### src/rtl/wdog_pkg.sv
package wdog_pkg;
  localparam logic [1:0] A_CTL0  = 2'd0;
  localparam logic [1:0] A_CTL1  = 2'd1;
  localparam logic [1:0] A_TBASE = 2'd2;

  localparam int B_CAUSE = 3;
  localparam int B_STATE = 2;
  localparam int B_ENA   = 1;
  localparam int B_ENB   = 0;

  typedef struct packed {
    logic cause;
    logic state;
    logic ena;
    logic enb;
  } ctl_t;
endpackage

### src/rtl/wdog_timebase.sv
module wdog_timebase #(
  parameter int TB_W = 32
) (
  input  logic            clk,
  input  logic            rst_n,
  output logic [TB_W-1:0] tb_o
);
  logic [TB_W-1:0] tb_q, tb_n;

  always_comb tb_n = tb_q + 1'b1;

  always_ff @(posedge clk or negedge rst_n) begin
    if (!rst_n) tb_q <= '0;
    else        tb_q <= tb_n;
  end

  assign tb_o = tb_q;
endmodule

### src/rtl/wdog_expiry.sv
module wdog_expiry #(
  parameter int CNT_W   = 16,
  parameter int RST_LEN = 4
) (
  input  logic clk,
  input  logic rst_n,
  input  logic run_i,
  input  logic reload_i,
  input  logic state_i,
  output logic first_o,
  output logic second_o,
  output logic irq_o,
  output logic sysrst_o
);
  localparam int RCW = $clog2(RST_LEN + 1);

  logic [CNT_W-1:0] cnt_q, cnt_n;
  logic [RCW-1:0]   rcnt_q, rcnt_n;
  logic             irq_q, irq_n;
  logic             wrap;

  always_comb begin
    wrap     = run_i && !reload_i && (&cnt_q);
    first_o  = wrap && !state_i;
    second_o = wrap && state_i;

    cnt_n = cnt_q;
    if (reload_i)   cnt_n = '0;
    else if (run_i) cnt_n = cnt_q + 1'b1;

    irq_n = first_o;

    rcnt_n = rcnt_q;
    if (second_o)           rcnt_n = RCW'(RST_LEN);
    else if (rcnt_q != '0)  rcnt_n = rcnt_q - 1'b1;
  end

  always_ff @(posedge clk or negedge rst_n) begin
    if (!rst_n) begin
      cnt_q  <= '0;
      rcnt_q <= '0;
      irq_q  <= 1'b0;
    end else begin
      cnt_q  <= cnt_n;
      rcnt_q <= rcnt_n;
      irq_q  <= irq_n;
    end
  end

  assign irq_o    = irq_q;
  assign sysrst_o = (rcnt_q != '0);

  // the interrupt never lasts more than one cycle
  assert_irq_single_R3: assert property (@(posedge clk) disable iff (!rst_n)
    irq_o |=> !irq_o);

  // a stopped timer cannot raise the interrupt
  assert_stop_no_irq_R2: assert property (@(posedge clk) disable iff (!rst_n)
    !run_i |=> !irq_o);
endmodule

### src/rtl/wdog_regs.sv
module wdog_regs
  import wdog_pkg::*;
#(
  parameter int TB_W        = 32,
  parameter int ENABLE_ONCE = 0
) (
  input  logic            clk,
  input  logic            rst_n,
  input  logic            wr_i,
  input  logic            rd_i,
  input  logic [1:0]      addr_i,
  input  logic [31:0]     wdata_i,
  input  logic [TB_W-1:0] tb_i,
  input  logic            first_i,
  input  logic            second_i,
  output ctl_t            ctl_o,
  output logic            kick_o,
  output logic [31:0]     rdata_o
);
  ctl_t        ctl_q, ctl_n;
  logic [31:0] rdata_q, rdata_n, mux;
  logic        wr0, wr1, lock_a;
  logic        unused_wbits;

  assign unused_wbits = ^wdata_i[31:4];

  always_comb begin
    wr0    = wr_i && (addr_i == A_CTL0);
    wr1    = wr_i && (addr_i == A_CTL1);
    lock_a = (ENABLE_ONCE != 0) && ctl_q.ena;
    kick_o = wr0 && wdata_i[B_STATE];

    ctl_n = ctl_q;
    if (wr0) begin
      if (!lock_a)            ctl_n.ena   = wdata_i[B_ENA];
      if (wdata_i[B_STATE])   ctl_n.state = 1'b0;
      if (wdata_i[B_CAUSE])   ctl_n.cause = 1'b0;
    end
    if (wr1)      ctl_n.enb   = wdata_i[B_ENB];
    if (first_i)  ctl_n.state = 1'b1;
    if (second_i) ctl_n.cause = 1'b1;

    mux = '0;
    case (addr_i)
      A_CTL0:  mux = {28'd0, ctl_q.cause, ctl_q.state, ctl_q.ena, 1'b0};
      A_CTL1:  mux = {31'd0, ctl_q.enb};
      A_TBASE: mux = 32'(tb_i);
      default: mux = '0;
    endcase

    rdata_n = rd_i ? mux : rdata_q;
  end

  always_ff @(posedge clk or negedge rst_n) begin
    if (!rst_n) begin
      ctl_q   <= '0;
      rdata_q <= '0;
    end else begin
      ctl_q   <= ctl_n;
      rdata_q <= rdata_n;
    end
  end

  assign ctl_o   = ctl_q;
  assign rdata_o = rdata_q;

  generate
    if (ENABLE_ONCE != 0) begin : g_once
      // once set, enable A stays set
      assert_once_hold_R8: assert property (@(posedge clk) disable iff (!rst_n)
        ctl_q.ena |=> ctl_q.ena);
    end
  endgenerate
endmodule

### src/rtl/wdog_twostage.sv
module wdog_twostage
  import wdog_pkg::*;
#(
  parameter int CNT_W       = 16,
  parameter int RST_LEN     = 4,
  parameter int TB_W        = 32,
  parameter int ENABLE_ONCE = 0
) (
  input  logic        clk,
  input  logic        rst_n,
  input  logic        bus_wr,
  input  logic        bus_rd,
  input  logic [1:0]  bus_addr,
  input  logic [31:0] bus_wdata,
  output logic [31:0] bus_rdata,
  output logic        wdt_irq,
  output logic        wdt_reset
);
  ctl_t            ctl;
  logic            kick, run, reload, first, second;
  logic [TB_W-1:0] tb;

  assign run    = ctl.ena && ctl.enb;
  assign reload = kick || !run;

  wdog_timebase #(.TB_W(TB_W)) u_tb (
    .clk(clk), .rst_n(rst_n), .tb_o(tb)
  );

  wdog_regs #(.TB_W(TB_W), .ENABLE_ONCE(ENABLE_ONCE)) u_regs (
    .clk(clk), .rst_n(rst_n), .wr_i(bus_wr), .rd_i(bus_rd),
    .addr_i(bus_addr), .wdata_i(bus_wdata), .tb_i(tb),
    .first_i(first), .second_i(second), .ctl_o(ctl),
    .kick_o(kick), .rdata_o(bus_rdata)
  );

  wdog_expiry #(.CNT_W(CNT_W), .RST_LEN(RST_LEN)) u_exp (
    .clk(clk), .rst_n(rst_n), .run_i(run), .reload_i(reload),
    .state_i(ctl.state), .first_o(first), .second_o(second),
    .irq_o(wdt_irq), .sysrst_o(wdt_reset)
  );

  // reset starts only from the flagged state and records its cause
  assert_reset_after_state_R4: assert property (@(posedge clk) disable iff (!rst_n)
    $rose(wdt_reset) |-> $past(ctl.state));
  assert_reset_cause_R4: assert property (@(posedge clk) disable iff (!rst_n)
    $rose(wdt_reset) |-> ctl.cause);

  // a service write leaves the state flag clear
  assert_kick_clears_R5: assert property (@(posedge clk) disable iff (!rst_n)
    kick |=> !ctl.state);
endmodule

### config.mk
export PLATFORM = sky130hd
export DESIGN_NAME = wdog_twostage
export DESIGN_NICKNAME = d
export VERILOG_FILES = /design/src/rtl/wdog_pkg.sv /design/src/rtl/wdog_timebase.sv /design/src/rtl/wdog_expiry.sv /design/src/rtl/wdog_regs.sv /design/src/rtl/wdog_twostage.sv
export SDC_FILE = /design/constraint.sdc
export NUM_CORES = 1
export LEC_CHECK = 0
export ABC_AREA = 1
export CAP_MARGIN = 5
export CORE_ASPECT_RATIO = 1.1
export CORE_MARGIN = 5
export CORE_UTILIZATION = 50
export DETAILED_ROUTE_END_ITERATION = 8
export DONT_BUFFER_PORTS = 1
export GPL_ROUTABILITY_DRIVEN = 1
export GPL_TIMING_DRIVEN = 0
export PLACE_DENSITY = 0.68
export SYNTH_ARGS = -nofsm -noshare
export SYNTH_HDL_FRONTEND = slang
export SYNTH_SLANG_ARGS = --single-unit
### constraint.sdc
create_clock -name clk -period 1.8 [get_ports clk]
set_input_delay 0.27 -clock clk [delete_from_list [all_inputs] [get_ports clk]]
set_output_delay 0.27 -clock clk [all_outputs]
set_load 0.01 [all_outputs]
---- Word-level counts from Yosys, hierarchy flattened ----
Index checks and enable logic that the tools add are counted.
operators by class
  $add $sub $neg .......................... 3
  equality and inequality tests ........... 2
  multiplexer cells ....................... 10
  reduce and logical (&&, ||, !) cells .... 23
operators by type and width
  operator                                                               count
  32-bit case mux with 3 select lines                                    1
  32-bit by 1-bit adder with 32-bit output, second input constant        1
  16-bit 2-to-1 mux                                                      2
  16-bit by 1-bit adder with 16-bit output, second input constant        1
  16-bit AND reduction                                                   1
  2-bit nonzero test                                                     6
  3-bit 2-to-1 mux                                                       3
  1-bit logical AND                                                      8
  1-bit 2-to-1 mux                                                       4
  2-bit AND reduction                                                    2
  1-bit zero test                                                        3
  3-bit nonzero test                                                     1
  3-bit by 1-bit subtractor with 3-bit output, second input constant     1
  2-bit by 1-bit equality test with 1-bit output, second input constant  1
  2-bit equality test, second input constant                             1
  2-bit zero test                                                        1
  1-bit logical OR                                                       1
word-level totals
  register bits after elaboration ......... 88
  input port bits ......................... 38
  word-level logic and storage cells ...... 47

---- Depth between registers and ports, before layout ----
  depth in word-level cells ............... 10
  gate-level depth with buffers ........... 8
  gate-level depth less buffers ........... 8

---- By module ----
A second synthesis with hierarchy kept.
second synthesis, totals
  cell total of the unflattened synthesis .. 543
  area, all modules ....................... 4463.0 µm²
modules (own cells, without submodules)
  module         instances  cells an instance  area each (µm²)  seq. area each (µm²)
  wdog_timebase  1          221                1788.0           800.8
  wdog_regs      1          175                1520.2           900.9
  wdog_expiry    1          143                1138.6           500.5
  wdog_twostage  1          4                  16.3             0.0

---- Worst setup path before layout ----
OpenSTA, ideal clock, no wires.
  path type ............................... reg-to-reg
  from .................................... register u_tb.tb_q[1] (netlist: u_tb.tb_o[1])
  to ...................................... register u_tb.tb_q[18] (netlist: u_tb.tb_o[18])
  library setup time ...................... 0.117 ns
  data arrival time ....................... 1.226 ns
  required time ........................... 1.683 ns
  setup slack ............................. 0.457 ns
  cell stages (with the launch flop) ...... 9
  buffers on the path ..................... 0
  clock period less this slack ............ 1.343 ns
  cell sequence ........................... dfrtp_1 -> ha_1 -> nand2_2 -> nor2_4 -> nand2_4 -> nor2_4 -> nand3_1 -> nand2_1 -> nand2_1
on the way
  longest elaborated chain between the ends .. 1
RTL lines
  element                                   RTL line             text
  from (decl)                               wdog_timebase.sv:8   logic [TB_W-1:0] tb_q, tb_n;
  from (signal assigned)                    wdog_timebase.sv:14  else tb_q <= tb_n;
  32-bit by 1-bit adder with 32-bit output  wdog_timebase.sv:10  always_comb tb_n = tb_q + 1'b1;
  via u_tb.tb_n[18]                         wdog_timebase.sv:8
The timed path passes the listed nets, and every way through them passes these cells.
A chain may end at the register's enable or synchronous reset.

---- Final worst setup path ----
  from .................................... register u_exp.cnt_q[0]
  to ...................................... register u_exp.rcnt_q[0]
on the way
  longest elaborated chain between the ends .. 4
  elaborated cells between the ends (all ways) .. 5
RTL lines
  element                                                        RTL line           text
  from (decl)                                                    wdog_expiry.sv:17  logic [CNT_W-1:0] cnt_q, cnt_n;
  from (signal assigned)                                         wdog_expiry.sv:44  cnt_q <= cnt_n;
  16-bit AND reduction (*)                                       wdog_expiry.sv:23  wrap = run_i && !reload_i && (&cnt_q);
  1-bit logical AND (*)                                          wdog_expiry.sv:23
  1-bit logical AND (*)                                          wdog_expiry.sv:25  second_o = wrap && state_i;
  3-bit 2-to-1 mux / 2-bit nonzero test (equally long branches)  --
  to (signal assigned)                                           wdog_expiry.sv:45  rcnt_q <= rcnt_n;
  to (decl)                                                      wdog_expiry.sv:18  logic [RCW-1:0] rcnt_q, rcnt_n;
Every way passes the cells marked *; elsewhere a longest branch is shown, timed or not.

==> metrics.txt <==
Hold WS -0.408 ns; critical path arrival 1.86 ns; largest net degree at the start of global routing 89; Layout fillers 789; status finished, violations left; GRT overflow 0; Inserted Diodes 0; Final Hold Viols 88; die area 10500 um^2; Post-Synth XOR/XNOR Area 3.48%; area of the multi-input gates 1780 um^2; largest family of logic cells by synthesized area simple AND/OR/NAND/NOR gates; Crit path max-delay family simple AND/OR/NAND/NOR gates; Syn Area/Cell 8.19 um^2; CP required 2.07 ns; initial antenna violation count 0; worst-path cell chain ha_1 -> nand2_1 -> nor2_1 -> nand2_1 -> nor2_1 -> nand3_1 -> nand2_1 -> inv_1; post-synthesis mux area share 0.498%; # rows 35; first-pass GRT wire length 15.3 mm; gpl congestion 0.906; Synth Register Bits 88; CTS Sinks 88; CTS Hold Bufs 1; DRC 0; fin. max-slew vios 0; post-detail-place hpwl 6.65 mm; Routed wire per std cell 14.0 um; Seq/Total Area, Yosys 51.5%; clock transition at the registers of the reported paths 0.09 ns; Worst Setup End Kind register; Reg area 2200 um^2; Bufs on Longest Clock Path 2; clock root buffer clkbuf_8; Rel. slew slack 61.0%; layout cell share with drive strength beyond 1 7.98%; via count 3307; routed vias/inst 5.09; unique cell type count in the Yosys netlist 29; failing checks negative hold slack; Synth warnings 0; CP max stage delay 0.39 ns; clock latency at the later pin of the worst-skew pair 0.37 ns; Num CTS Buffers 9; power per cell area 792 nW/um^2; Antenna Violating Nets Remaining 0; area leader, netlist dfrtp_1; Worst Path Max Fanout 5; Setup TNS 0 ns; Boundary Pins 72; FMAX 627 MHz; Leak 0.00200 uW; initial core utilization 51.1%; startpoint types register; CTS tree built; Post-Syn Area 4270 um^2; Synth Area in Adders 1.17%; Worst VDD drop 0.416 mV; initial drt markers 163; Die X-Extent 98.2 um; Yosys top cell area share 51.5%; Mapped Cells 522; Routed WL 9.12 mm; main area contributors after synthesis dfrtp_1, nand2_1, nor2_1, nand3_1, inv_1; RSZ-0062 raised after global routing false; Synth Area in Compound Gates 6.85%; total core area 8360 um^2; vias in the first global route 3177; slowest CP cell dfrtp_1; All-Layer GR Usage 18.3%; PortBufs 0; MaxCap Viol Count 0; DRT Pass-1 Iters 4; Worst Hold Class in -> async; Crit path buffers/inverters 1; worst slew pin tran 0.584 ns; area grow syn2layout 8.61%; setup violators final 0; Post-Syn Nets 564; nets 576; Final Critical Period 1.60 ns; Final Cycle Share 88.7%; simple-gate share of the synthesized area 29.6%; crit-path most repeated cell nand2_1; Vert. Die Dim 107 um; CTS H-tree lvls 3; Final Skew 0.0104 ns; critical path class reg -> reg
worst reg2reg max path, cell delays in order (launching register included):
cell	delay, ns
dfrtp_1	0.39
ha_1	0.22
nand2_1	0.09
nor2_1	0.16
nand2_1	0.16
nor2_1	0.18
nand3_1	0.17
nand2_1	0.10
inv_1	0.04
path summary, 6_finish.rpt:
check,from,cells past startpoint,slack [ns],end
max reg2reg,u_exp.cnt_q[0]$_DFFE_PN0P_,8,0.20,u_exp.rcnt_q[0]$_DFFE_PN0P_
min,rst_n,0,-0.41,u_regs.rdata_o[14]$_DFFE_PN0P_
min in group clk,bus_wdata[1],2,0.04,u_regs.ctl_o[1]$_DFFE_PN0P_
min reg2reg,u_exp.cnt_q[0]$_DFFE_PN0P_,1,0.48,u_exp.cnt_q[0]$_DFFE_PN0P_
max,u_exp.cnt_q[0]$_DFFE_PN0P_,8,0.20,u_exp.rcnt_q[0]$_DFFE_PN0P_
max in group asynchronous,rst_n,0,2.07,u_tb.tb_o[22]$_DFF_PN0_
synth_stat cells (all sizes together):
| library cell | count |
|---|---|
| nand2 | 137 |
| nor2 | 84 |
| nor3 | 1 |
| or2 | 1 |
| xnor2 | 4 |
| buf | 6 |
| inv | 62 |
| ha | 4 |
| clkbuf | 5 |
| a21oi | 10 |
| nand3b | 11 |
| o21bai | 2 |
| a31oi | 6 |
| mux2 | 1 |
| nand4 | 2 |
| nand3 | 46 |
| xor2 | 13 |
| o21ai | 38 |
| mux2i | 1 |
| dfrtp | 88 |
timing repair:
item,in CTS,in global routing
endpoints found under the setup margin,0,0
buffers inserted,0,0
hold endpoints to repair,89,88
resized for setup,0,0
report_power, final:
group	internal [uW]	leakage, uW	switching [uW]	total (uW)
logic	46.1	0.000690	91.3	137
clock network	784	0.000110	724	1510
registers	2000	0.00120	27.8	2030
flip-flops by register name, summed over array words and instances (netlist names):
register,flops
u_exp.cnt_q,16
u_tb.tb_o,32
u_exp.irq_o,1
u_regs.ctl_o,4
u_exp.rcnt_q,3
u_regs.rdata_o,32
logic make-up (layout without fill, tap and decap cells):
kind of cell,after synthesis,count (layout)
buffers and inverters,73,90
flip-flops,88,88
XOR/XNOR,17,17
adder cells (fa/ha/maj),4,4
AO/OA/AOI/OAI,56,56
multiplexers,2,2
AND/OR/NAND/NOR,282,282
per-stage QoR:
step / cell area [um^2] / setup slack, ns / instances / power [uW] / utilization (%)
finish: 4640 / 0.204 / 650 / 3680 / 55.5
global route: 4640 / 0.0429 / 650 / 3840 / 55.5
CTS: 4640 / 0.190 / 650 / 3710 / 55.5
detailed placement: 4410 / 0.190 / 633 / 2210 / 52.8
global placement: 4410 / 0.227 / 633 / 2200 / 52.8
floorplan: 4270 / 0.457 / 522 / 2170 / -
cells in the final DEF (no fill, tap or decap), drive strengths merged:
cell type / n
clkinv: 3
ha: 4
mux2i: 1
bufinv: 2
or2: 1
o21ai: 38
xor2: 13
mux2: 1
a31oi: 6
xnor2: 4
o21bai: 2
dlygate4sd3: 1
nand3: 46
buf: 6
dfrtp: 88
nor2: 84
nand2: 137
clkbuf: 14
clkinvlp: 1
nor3: 1
inv: 63
nand4: 2
a21oi: 10
nand3b: 11
metal layers:
metal	part of all wire, %	track usage, %
met1	46	24.1
met2	45	28.3
met3	5.5	5.20
met4	3.0	8.20
met5	0	0
area by class of cell:
cell class,count,area share (%)
clock inverters,7,2.05
repair buffers,1,0.216
plain buffers,11,1.29
flip-flops and latches,88,47.4
clock buffers,9,2.67
inverters,62,5.01
well taps,111,2.99
multi-input cells,361,38.3
No activity file was read; power rests on OpenSTA's default activity.
